`config.mk`:
```
export PLATFORM = sky130hd
export DESIGN_NAME = cfg_dma_engine
export DESIGN_NICKNAME = d
export VERILOG_FILES = /design/src/rtl/cfg_dma_engine.sv
export SDC_FILE = /design/constraint.sdc
export NUM_CORES = 1
export LEC_CHECK = 0
export BUFFER_PORTS_ARGS = -buffer_cell sky130_fd_sc_hd__buf_2
export CAP_MARGIN = 20
export CORE_UTILIZATION = 52
export DETAILED_ROUTE_END_ITERATION = 10
export PLACE_DENSITY_LB_ADDON = 0.2
export SLEW_MARGIN = 20
export SYNTH_ARGS = -nofsm -noshare
export SYNTH_HDL_FRONTEND = slang
export SYNTH_SLANG_ARGS = --single-unit
```
`constraint.sdc`:
```
create_clock -name clk -period 10.44 [get_ports clk]
set_clock_uncertainty 0.15 [all_clocks]
set_input_delay 2.61 -clock clk [delete_from_list [all_inputs] [get_ports clk]]
set_output_delay 2.61 -clock clk [all_outputs]
set_load 0.02 [all_outputs]
```
`src/rtl/cfg_dma_engine.sv`:
```
module cfg_dma_engine #(
  parameter logic [63:0] SIGNATURE = 64'h51454D5520434647
) (
  input  logic        clk,
  input  logic        rst_n,
  input  logic        reg_wr,
  input  logic [2:0]  reg_off,
  input  logic [3:0]  reg_size,
  input  logic [63:0] reg_wdata,
  output logic [63:0] reg_rdata,
  output logic        busy,
  output logic        mem_req,
  output logic        mem_we,
  output logic [63:0] mem_addr,
  output logic [7:0]  mem_wdata,
  input  logic        mem_ack,
  input  logic        mem_err,
  input  logic [7:0]  mem_rdata,
  output logic        item_sel,
  output logic [15:0] item_key,
  output logic        item_adv,
  input  logic        item_avail,
  input  logic [7:0]  item_data
);
  localparam int DESC_BYTES = 16;
  localparam int STAT_BYTES = 4;

  typedef enum logic [2:0] {S_IDLE, S_FETCH, S_DECIDE, S_MOVE, S_WB} state_t;

  state_t      st;
  logic [63:0] addr_q, base, tgt;
  logic [31:0] ctrl, len;
  logic [3:0]  cnt;
  logic        errf;

  logic wr_hi, wr_lo, wr_full, start;
  logic [63:0] new_addr;

  assign wr_hi    = reg_wr && reg_size == 4'd4 && reg_off == 3'd0;
  assign wr_lo    = reg_wr && reg_size == 4'd4 && reg_off == 3'd4;
  assign wr_full  = reg_wr && reg_size == 4'd8 && reg_off == 3'd0;
  assign busy     = st != S_IDLE;
  assign start    = !busy && (wr_lo || wr_full);
  assign new_addr = wr_full ? reg_wdata : {addr_q[63:32], reg_wdata[31:0]};

  logic       size_ok;
  logic [6:0] lsh, rsh;
  logic [63:0] sig_shift;
  assign size_ok   = (reg_size == 4'd1 || reg_size == 4'd2 || reg_size == 4'd4 || reg_size == 4'd8)
                     && ({1'b0, reg_off} + reg_size) <= 4'd8;
  assign lsh       = {1'b0, reg_off, 3'b000};
  assign rsh       = 7'd64 - {reg_size[3:0], 3'b000};
  assign sig_shift = (SIGNATURE << lsh) >> rsh;
  assign reg_rdata = size_ok ? sig_shift : 64'd0;

  logic moving, copy_mode;
  assign copy_mode = ctrl[1];
  assign moving    = st == S_MOVE && len != 32'd0;

  assign mem_req   = st == S_FETCH || st == S_WB || (moving && copy_mode);
  assign mem_we    = st != S_FETCH;
  assign mem_addr  = st == S_MOVE ? tgt : base + {60'd0, cnt};
  assign mem_wdata = st == S_WB ? ((cnt == 4'(STAT_BYTES - 1)) ? {7'd0, errf} : 8'd0)
                                : (item_avail ? item_data : 8'd0);
  assign item_sel  = st == S_DECIDE && ctrl[3];
  assign item_key  = ctrl[31:16];
  assign item_adv  = moving && item_avail && (copy_mode ? (mem_ack && !mem_err) : ctrl[2]);

  always_ff @(posedge clk) begin
    if (!rst_n) begin
      st     <= S_IDLE;
      addr_q <= 64'd0;
      base   <= 64'd0;
      tgt    <= 64'd0;
      ctrl   <= 32'd0;
      len    <= 32'd0;
      cnt    <= 4'd0;
      errf   <= 1'b0;
    end else begin
      case (st)
        S_IDLE: begin
          if (start) begin
            base   <= new_addr;
            addr_q <= 64'd0;
            errf   <= 1'b0;
            cnt    <= 4'd0;
            st     <= S_FETCH;
          end else if (wr_hi) begin
            addr_q[63:32] <= reg_wdata[31:0];
          end
        end
        S_FETCH: begin
          if (mem_ack) begin
            if (mem_err) begin
              errf <= 1'b1;
              cnt  <= 4'd0;
              st   <= S_WB;
            end else begin
              {ctrl, len, tgt} <= {ctrl[23:0], len, tgt, mem_rdata};
              cnt <= cnt + 4'd1;
              if (cnt == 4'(DESC_BYTES - 1)) begin
                cnt <= 4'd0;
                st  <= S_DECIDE;
              end
            end
          end
        end
        S_DECIDE: begin
          if (!ctrl[1] && !ctrl[2]) len <= 32'd0;
          st <= S_MOVE;
        end
        S_MOVE: begin
          if (len == 32'd0) begin
            cnt <= 4'd0;
            st  <= S_WB;
          end else if (copy_mode) begin
            if (mem_ack) begin
              if (mem_err) begin
                errf <= 1'b1;
                cnt  <= 4'd0;
                st   <= S_WB;
              end else begin
                tgt <= tgt + 64'd1;
                len <= len - 32'd1;
              end
            end
          end else begin
            len <= item_avail ? len - 32'd1 : 32'd0;
          end
        end
        S_WB: begin
          if (mem_ack) begin
            cnt <= cnt + 4'd1;
            if (cnt == 4'(STAT_BYTES - 1)) begin
              cnt <= 4'd0;
              st  <= S_IDLE;
            end
          end
        end
        default: st <= S_IDLE;
      endcase
    end
  end

  AST_ADDR_CLEAR: assert property (@(posedge clk) disable iff (!rst_n)
    start |=> addr_q == 64'd0);
  AST_BUSY_HOLDS_ADDR: assert property (@(posedge clk) disable iff (!rst_n)
    busy && $past(busy) |-> $stable(addr_q));
  AST_REQ_HOLD: assert property (@(posedge clk) disable iff (!rst_n)
    mem_req && !mem_ack |=> mem_req && $stable(mem_addr) && $stable(mem_we));
  AST_SEL_AFTER_FETCH: assert property (@(posedge clk) disable iff (!rst_n)
    item_sel |-> $past(st) == S_FETCH);
  AST_ADV_AVAIL: assert property (@(posedge clk) disable iff (!rst_n)
    item_adv |-> item_avail);
  AST_SKIP_NO_MEM: assert property (@(posedge clk) disable iff (!rst_n)
    st == S_MOVE && !ctrl[1] |-> !mem_req);
  AST_BUSY_END: assert property (@(posedge clk) disable iff (!rst_n)
    $fell(busy) |-> $past(mem_ack) && $past(mem_we));
endmodule

```
* Yosys cells after proc, flatten, opt, wreduce, memory -nomap -nowiden
Index checks and enable logic that the tools add are counted.
** Operators by class
- Shift operators :: 2
- Equality and inequality tests :: 28
- Bitwise operators :: 1
- Div/mod/pow operators :: 0
- Reduce and logical (&&, ||, !) cells :: 42
- Muxes and demuxes :: 53
- Multipliers :: 0
- $lt $le $gt $ge :: 1
- $add $sub $neg :: 6
** Operators with widths (count)
- 2-to-1 mux 64 bit :: 9
- 2-to-1 mux 32 bit :: 10
- one-hot mux 64 bit (2 select lines) :: 1
- one-hot mux 32 bit (3 select lines) :: 1
- adder 64 x 1 -> 64 bit, second input constant :: 1
- adder 64 x 4 -> 64 bit :: 1
- left shift 63 x 6 -> 64 bit, first input constant :: 1
- right shift 64 x 7 -> 64 bit :: 1
- 2-to-1 mux 4 bit :: 10
- logical NOT 32 bit :: 1
- nonzero test 32 bit :: 1
- subtractor 32 x 1 -> 32 bit, second input constant :: 1
- 2-to-1 mux 3 bit :: 10
- AND reduction 7 bit :: 3
- 2-to-1 mux 8 bit :: 2
- inequality test 2 bit, second input constant :: 8
- one-hot mux 4 bit (4 select lines) :: 1
- one-hot mux 3 bit (5 select lines) :: 1
- logical AND 1 bit :: 14
- inequality test 3 x 2 -> 1 bit, second input constant :: 4
- nonzero test 3 bit :: 3
- equality test 4 x 2 -> 1 bit, second input constant :: 2
- equality test 4 bit, second input constant :: 2
- AND reduction 8 bit :: 1
- 23 further kinds :: 44
** Storage, ports and cells
- Logic and storage cells :: 141
- Memories :: 0
- Output and inout bits :: 157
- Flip-flop bits (word level) :: 232
- Bits in read-only memories :: 0
- RAM bits :: 0
- Bits of input ports :: 93
- Bits in latches :: 0

* Depth between registers and ports, before layout
- Depth after elaboration :: 7
- Mapped depth :: 12
- Mapped depth without buffers :: 9

* Least setup slack after synthesis
No wires, ideal clock.
- Path kind :: input to output
- Start point :: input port reg_size[0]
- End point :: output port reg_rdata[14]
- Setup slack :: 2.413 ns
- Buffers on the path :: 5
- Arrival time :: 5.267 ns
- Required time :: 7.680 ns
- Stages :: 9
- Cells stage by stage :: clkbuf_1 -> clkinv_1 -> clkbuf_1 -> ha_1 -> clkbuf_1 -> buf_1 -> clkbuf_1 -> o21ai_0 -> a211oi_1
** Between the ends
- Longest elaborated chain between the ends :: 6
- Elaborated cells between the ends (all ways) :: 13
- Classes of those cells :: add/sub: 2; order compare: 1; eq/ne: 4; shift: 1; mux: 1; reduce/logical: 4
** Ends and longest elaborated chain
- from (decl) :: line 8 : input logic [3:0] reg_size,
- branches (longest 5 deep; another with subtractor 7 bit)
- 2-to-1 mux 64 bit * :: line 54 : assign reg_rdata = size_ok ? sig_shift : 64'd0;
- to (decl) :: line 10 : output logic [63:0] reg_rdata,
Mark *: on every way between the ends.

* Worst setup path in the final report
- Start point :: input port reg_size[0]
- End point :: output port reg_rdata[59]
The elaborated chain is that of the path after synthesis.

==> results by stage <==
Synth:
- The mean instance size in the synthesized netlist is 7.11 um^2.
- The count of mapped cells out of synthesis is around 2200.
- Counting flops with a built-in enable in the synthesized netlist gives 0.
- By area the synthesized netlist is led by sky130_fd_sc_hd__dfxtp_1, sky130_fd_sc_hd__nand2_1, sky130_fd_sc_hd__a21oi_1, sky130_fd_sc_hd__nor2_1, sky130_fd_sc_hd__o21ai_0.
- The count of different cell masters after synthesis is 80.
- The flip-flop and latch count after synthesis is ~230.
- The post-synthesis async set-or-reset flop share is 0%.
- Summed over its instances, the top area cell type makes up 30.0% of the synthesized netlist area.
- For this run, the leading register cell type out of synthesis is sky130_fd_sc_hd__dfxtp_1.
- The number of warnings printed during yosys synthesis is 0.
- The area of the mapped netlist is roughly 0.015 mm^2.
- sky130_fd_sc_hd__dfxtp_1 takes more of the synthesized area than any other cell.
- Summing the sequential cell areas from Yosys gives between 20% and 30% of the chip area.

Floorplanning:
- The die height is between 150 and 200 um.
- The count of pins on the block boundary is 250.
- The floorplan step defined a die boundary enclosing slightly above 0.03 mm^2.
- The area of the placeable core is slightly below 0.03 mm^2.
- In this run the core area contains a little over 60 standard-cell rows.
- In this run the horizontal extent of the chip is 175 um.
- The starting utilization of the core area is between 50% and 60%.

Clock tree:
- In this run the post-CTS setup repair buffer count came out at 0.
- The tree is rooted in a sky130_fd_sc_hd__clkbuf_16.
- The TritonCTS clock tree is done.
- The post-cts gate resize count is 0.
- CTS built an H-tree with a depth of 1.
- The clock reaches the later pin of the worst-skew pair after approximately 0.54 ns.
- Clock tree synthesis inserted a total of 26 buffers.
- Clock-pin slew was measured on the worst setup and hold paths at 0.06 ns.
- The number of hold buffers added after cts is 0.
- The maximum buffer depth of the clock tree is 3.
- The number of clock sinks is 232.

Final layout:
- In the final layout, the share of cells above drive strength 1 is 15.8%.
- The count of antenna diodes in the layout is 0.
- The number of nets at the end of the flow is 2392.
- Summing all multi-input logic gate instances after layout gives between 0.009 and 0.01 mm^2.
- The most common cell after layout, fill and taps aside is sky130_fd_sc_hd__nand2_1.
- The register area is ~0.0046 mm^2.
- After routing the design area is approximately 0.018 mm^2.
- The top cell types in the final layout, fill and taps aside, are sky130_fd_sc_hd__nand2_1, sky130_fd_sc_hd__buf_2, sky130_fd_sc_hd__dfxtp_1, sky130_fd_sc_hd__nor2_1, sky130_fd_sc_hd__a21oi_1.
- Relative to the synthesized area, the layout overhead comes to 13.2%.
- The number of inserted filler cells in the final layout is about 2800.

Placed design:
- In this run the tool buffered the top-level ports with approximately 240 buffer cells.
- The routability congestion estimate from global placement is about 0.93.
- After detailed placement, the total cell area comes to between 0.015 and 0.02 mm^2.
- The total half-perimeter wirelength after legalization and detailed placement is ~38 mm.

Route:
- The post-detailed-route DRC marker count is 0.
- The first routing iteration left between 2000 and 2500 violations.
- For this run, the detailed router's first-pass iteration total came to 5.
- The number of vias per cell is between 6 and 7.
- After detailed routing, the average wire length per cell comes to 19.8 um.
- The final antenna-violating net count is 0.
- The total number of vias is 17023.
- For this block, the routed nets add up to roughly 53 mm of wire.

Timing:
- After layout, the worst path uses between 80 and 90% of the clock period.
- The final-report hold violation count is 0.
- The headroom to the max-slew limit is 25.0%.
- Setup repair after global routing left no endpoint under its margin.
- The accumulated negative setup slack is 0 ns.
- The final period demand of the worst path is a little under 9 ns.
- The count of final max-slew check failures came to 0.
- The transition time at the pin with the least slew margin is between 1 and 1.5 ns.
- Setup violations remaining at the end of the flow were counted as 0.
- The highest attainable clock frequency is around 120 MHz.

Pwr:
- The static leakage power is 6.28 nW.
- Power spread over the standard cell area amounts to around 130 mW/mm^2.
- The largest voltage drop on the vdd net is between 100 and 150 uV.

Flow run:
- The max capacitance violation total is 0.

Worst setup path:
- The largest fanout on the critical path is 32.
- The arrival time of data at the critical path endpoint is about 6 ns.
- The worst flop-to-flop path endpoint is tgt[43]$_SDFFE_PN0P_.
- In this run the register-to-register setup slack is roughly 6.6 ns.
- STA puts the critical path data required time at about 7.7 ns.
- The worst setup path is launched from an input port.
- STA classifies the critical path endpoint as an output port.
- The startpoint of the worst register-to-register path is len[4]$_SDFFE_PN0P_.
- The worst setup path is of the in -> out kind.
- The logic depth of the worst register-to-register path is 8.

GRT:
- The number of global-route vias before repair is 14937.
- The pin count of the biggest net entering global routing is 122.
- The number of antenna violations at the first check in global routing was 0.
- The global-route wire length before repair is between 80 and 90 mm.
- The remaining global-route overflow is 0.
- For this run, the total global-route usage over all layers was measured as about a third.

Run status:
- The run finished with clean final reports.

Worst hold path:
- The endpoint of the worst hold-timing path is ctrl[8]$_SDFFE_PN0P_.
- The worst hold path stage count is 2.
- The start point of the worst min-delay path is ctrl[0]$_SDFFE_PN0P_.
- The type of the worst min-delay path is reg -> reg.
-- power by group --
group | internal (W) | leakage [nW] | switching (W)
Combinational | 0.000105 | 3.93 | 0.000219
Sequential | 0.000900 | 1.87 | 0.0000307
Clock | 0.000665 | 0.480 | 0.000392
Total | 0.00167 | 6.28 | 0.000642
-- synth_stat cells (all sizes together), types with 9 or more instances --
cell type and instances:
a21oi 204, nand2b 10, a211oi 50, nor2 232
o22ai 10, or3 14, a21o 10, o221a 12
o211ai 16, and4 23, dfxtp 232, or4 9
nand4 69, ha 20, nor3 60, o21ai 153
a22oi 38, clkbuf 145, and3 31, inv 31
a31oi 24, mux2i 42, nor2b 10, nand2 339
and2 18, xnor2 27, buf 56, a22o 14
a221oi 9, o21a 15, xor2 40, nand3 55
nor4 38
-- state kept, by name, indices dropped and copies added, names as in the netlist --
name and flops:
addr_q 32, base 64, cnt 4, ctrl 32, errf 1, len 32, st 3, tgt 64
-- logic make-up (layout without fill, tap and decap cells) --
family,Yosys count,in the layout,share of synthesized area [%]
fa+ha+maj,22,22,1.87
other cells,1,8,0.0242
compound gates,631,631,25.7
buf+inv,233,343,6.36
flops,232,232,30.0
xor+xnor,67,67,3.79
mux,48,48,3.15
simple gates,945,945,29.1
-- per-stage QoR --
stage / setup WS, ns / std cells / total power, W / hold slack [ns] / util, %
floorplan: 2.41 / 2186 / 0.00116 / 0.277 / -
global placement: 1.92 / 2632 / 0.00126 / 0.288 / 57.0
detailed placement: 1.84 / 2633 / 0.00127 / 0.293 / 57.1
CTS: 1.83 / 2680 / 0.00231 / 0.302 / 60.5
global route: 1.51 / 2680 / 0.00238 / 0.317 / 60.5
finish: 1.76 / 2680 / 0.00231 / 0.299 / 60.5
-- layout make-up --
cell class	instances	share of cell area, %
clock buffers	32	4.13
flip-flops and latches	232	26.5
repair buffers	264	7.86
inverters	32	0.713
multi-input cells	1721	56.6
well taps	384	2.74
clock inverters	15	1.48
-- layer usage --
metal  track usage (%)  wire (um)  vias up  share of wire [%]
li1                  -          -     8054                  -
met1              45.5      22500     7962                 42
met2              52.2      23900      870                 45
met3              4.07       4270      137                8.0
met4              15.1       2540        0                4.8
met5                 0          0        -                  0
-- worst max-delay path: stages --
cell                       delay [ns]
sky130_fd_sc_hd__buf_2           0.44
sky130_fd_sc_hd__clkinv_1        0.57
sky130_fd_sc_hd__ha_1            0.49
sky130_fd_sc_hd__xnor2_2         0.14
sky130_fd_sc_hd__buf_4           0.31
sky130_fd_sc_hd__a21o_1          0.55
sky130_fd_sc_hd__nand2b_1        0.49
sky130_fd_sc_hd__nor4_1          0.09
sky130_fd_sc_hd__buf_2           0.20
-- worst max-delay path by stage --
stage                start       endpoint  cells after the start
2_1_floorplan  reg_size[0]  reg_rdata[14]                      9
5_1_grt        reg_size[0]  reg_rdata[52]                      9
3_3_place_gp   reg_size[0]  reg_rdata[58]                      9
4_1_cts        reg_size[0]  reg_rdata[59]                      9
6_report       reg_size[0]  reg_rdata[59]                      9
3_5_place_dp   reg_size[0]  reg_rdata[59]                      9
(Power assumes the default switching activity.)
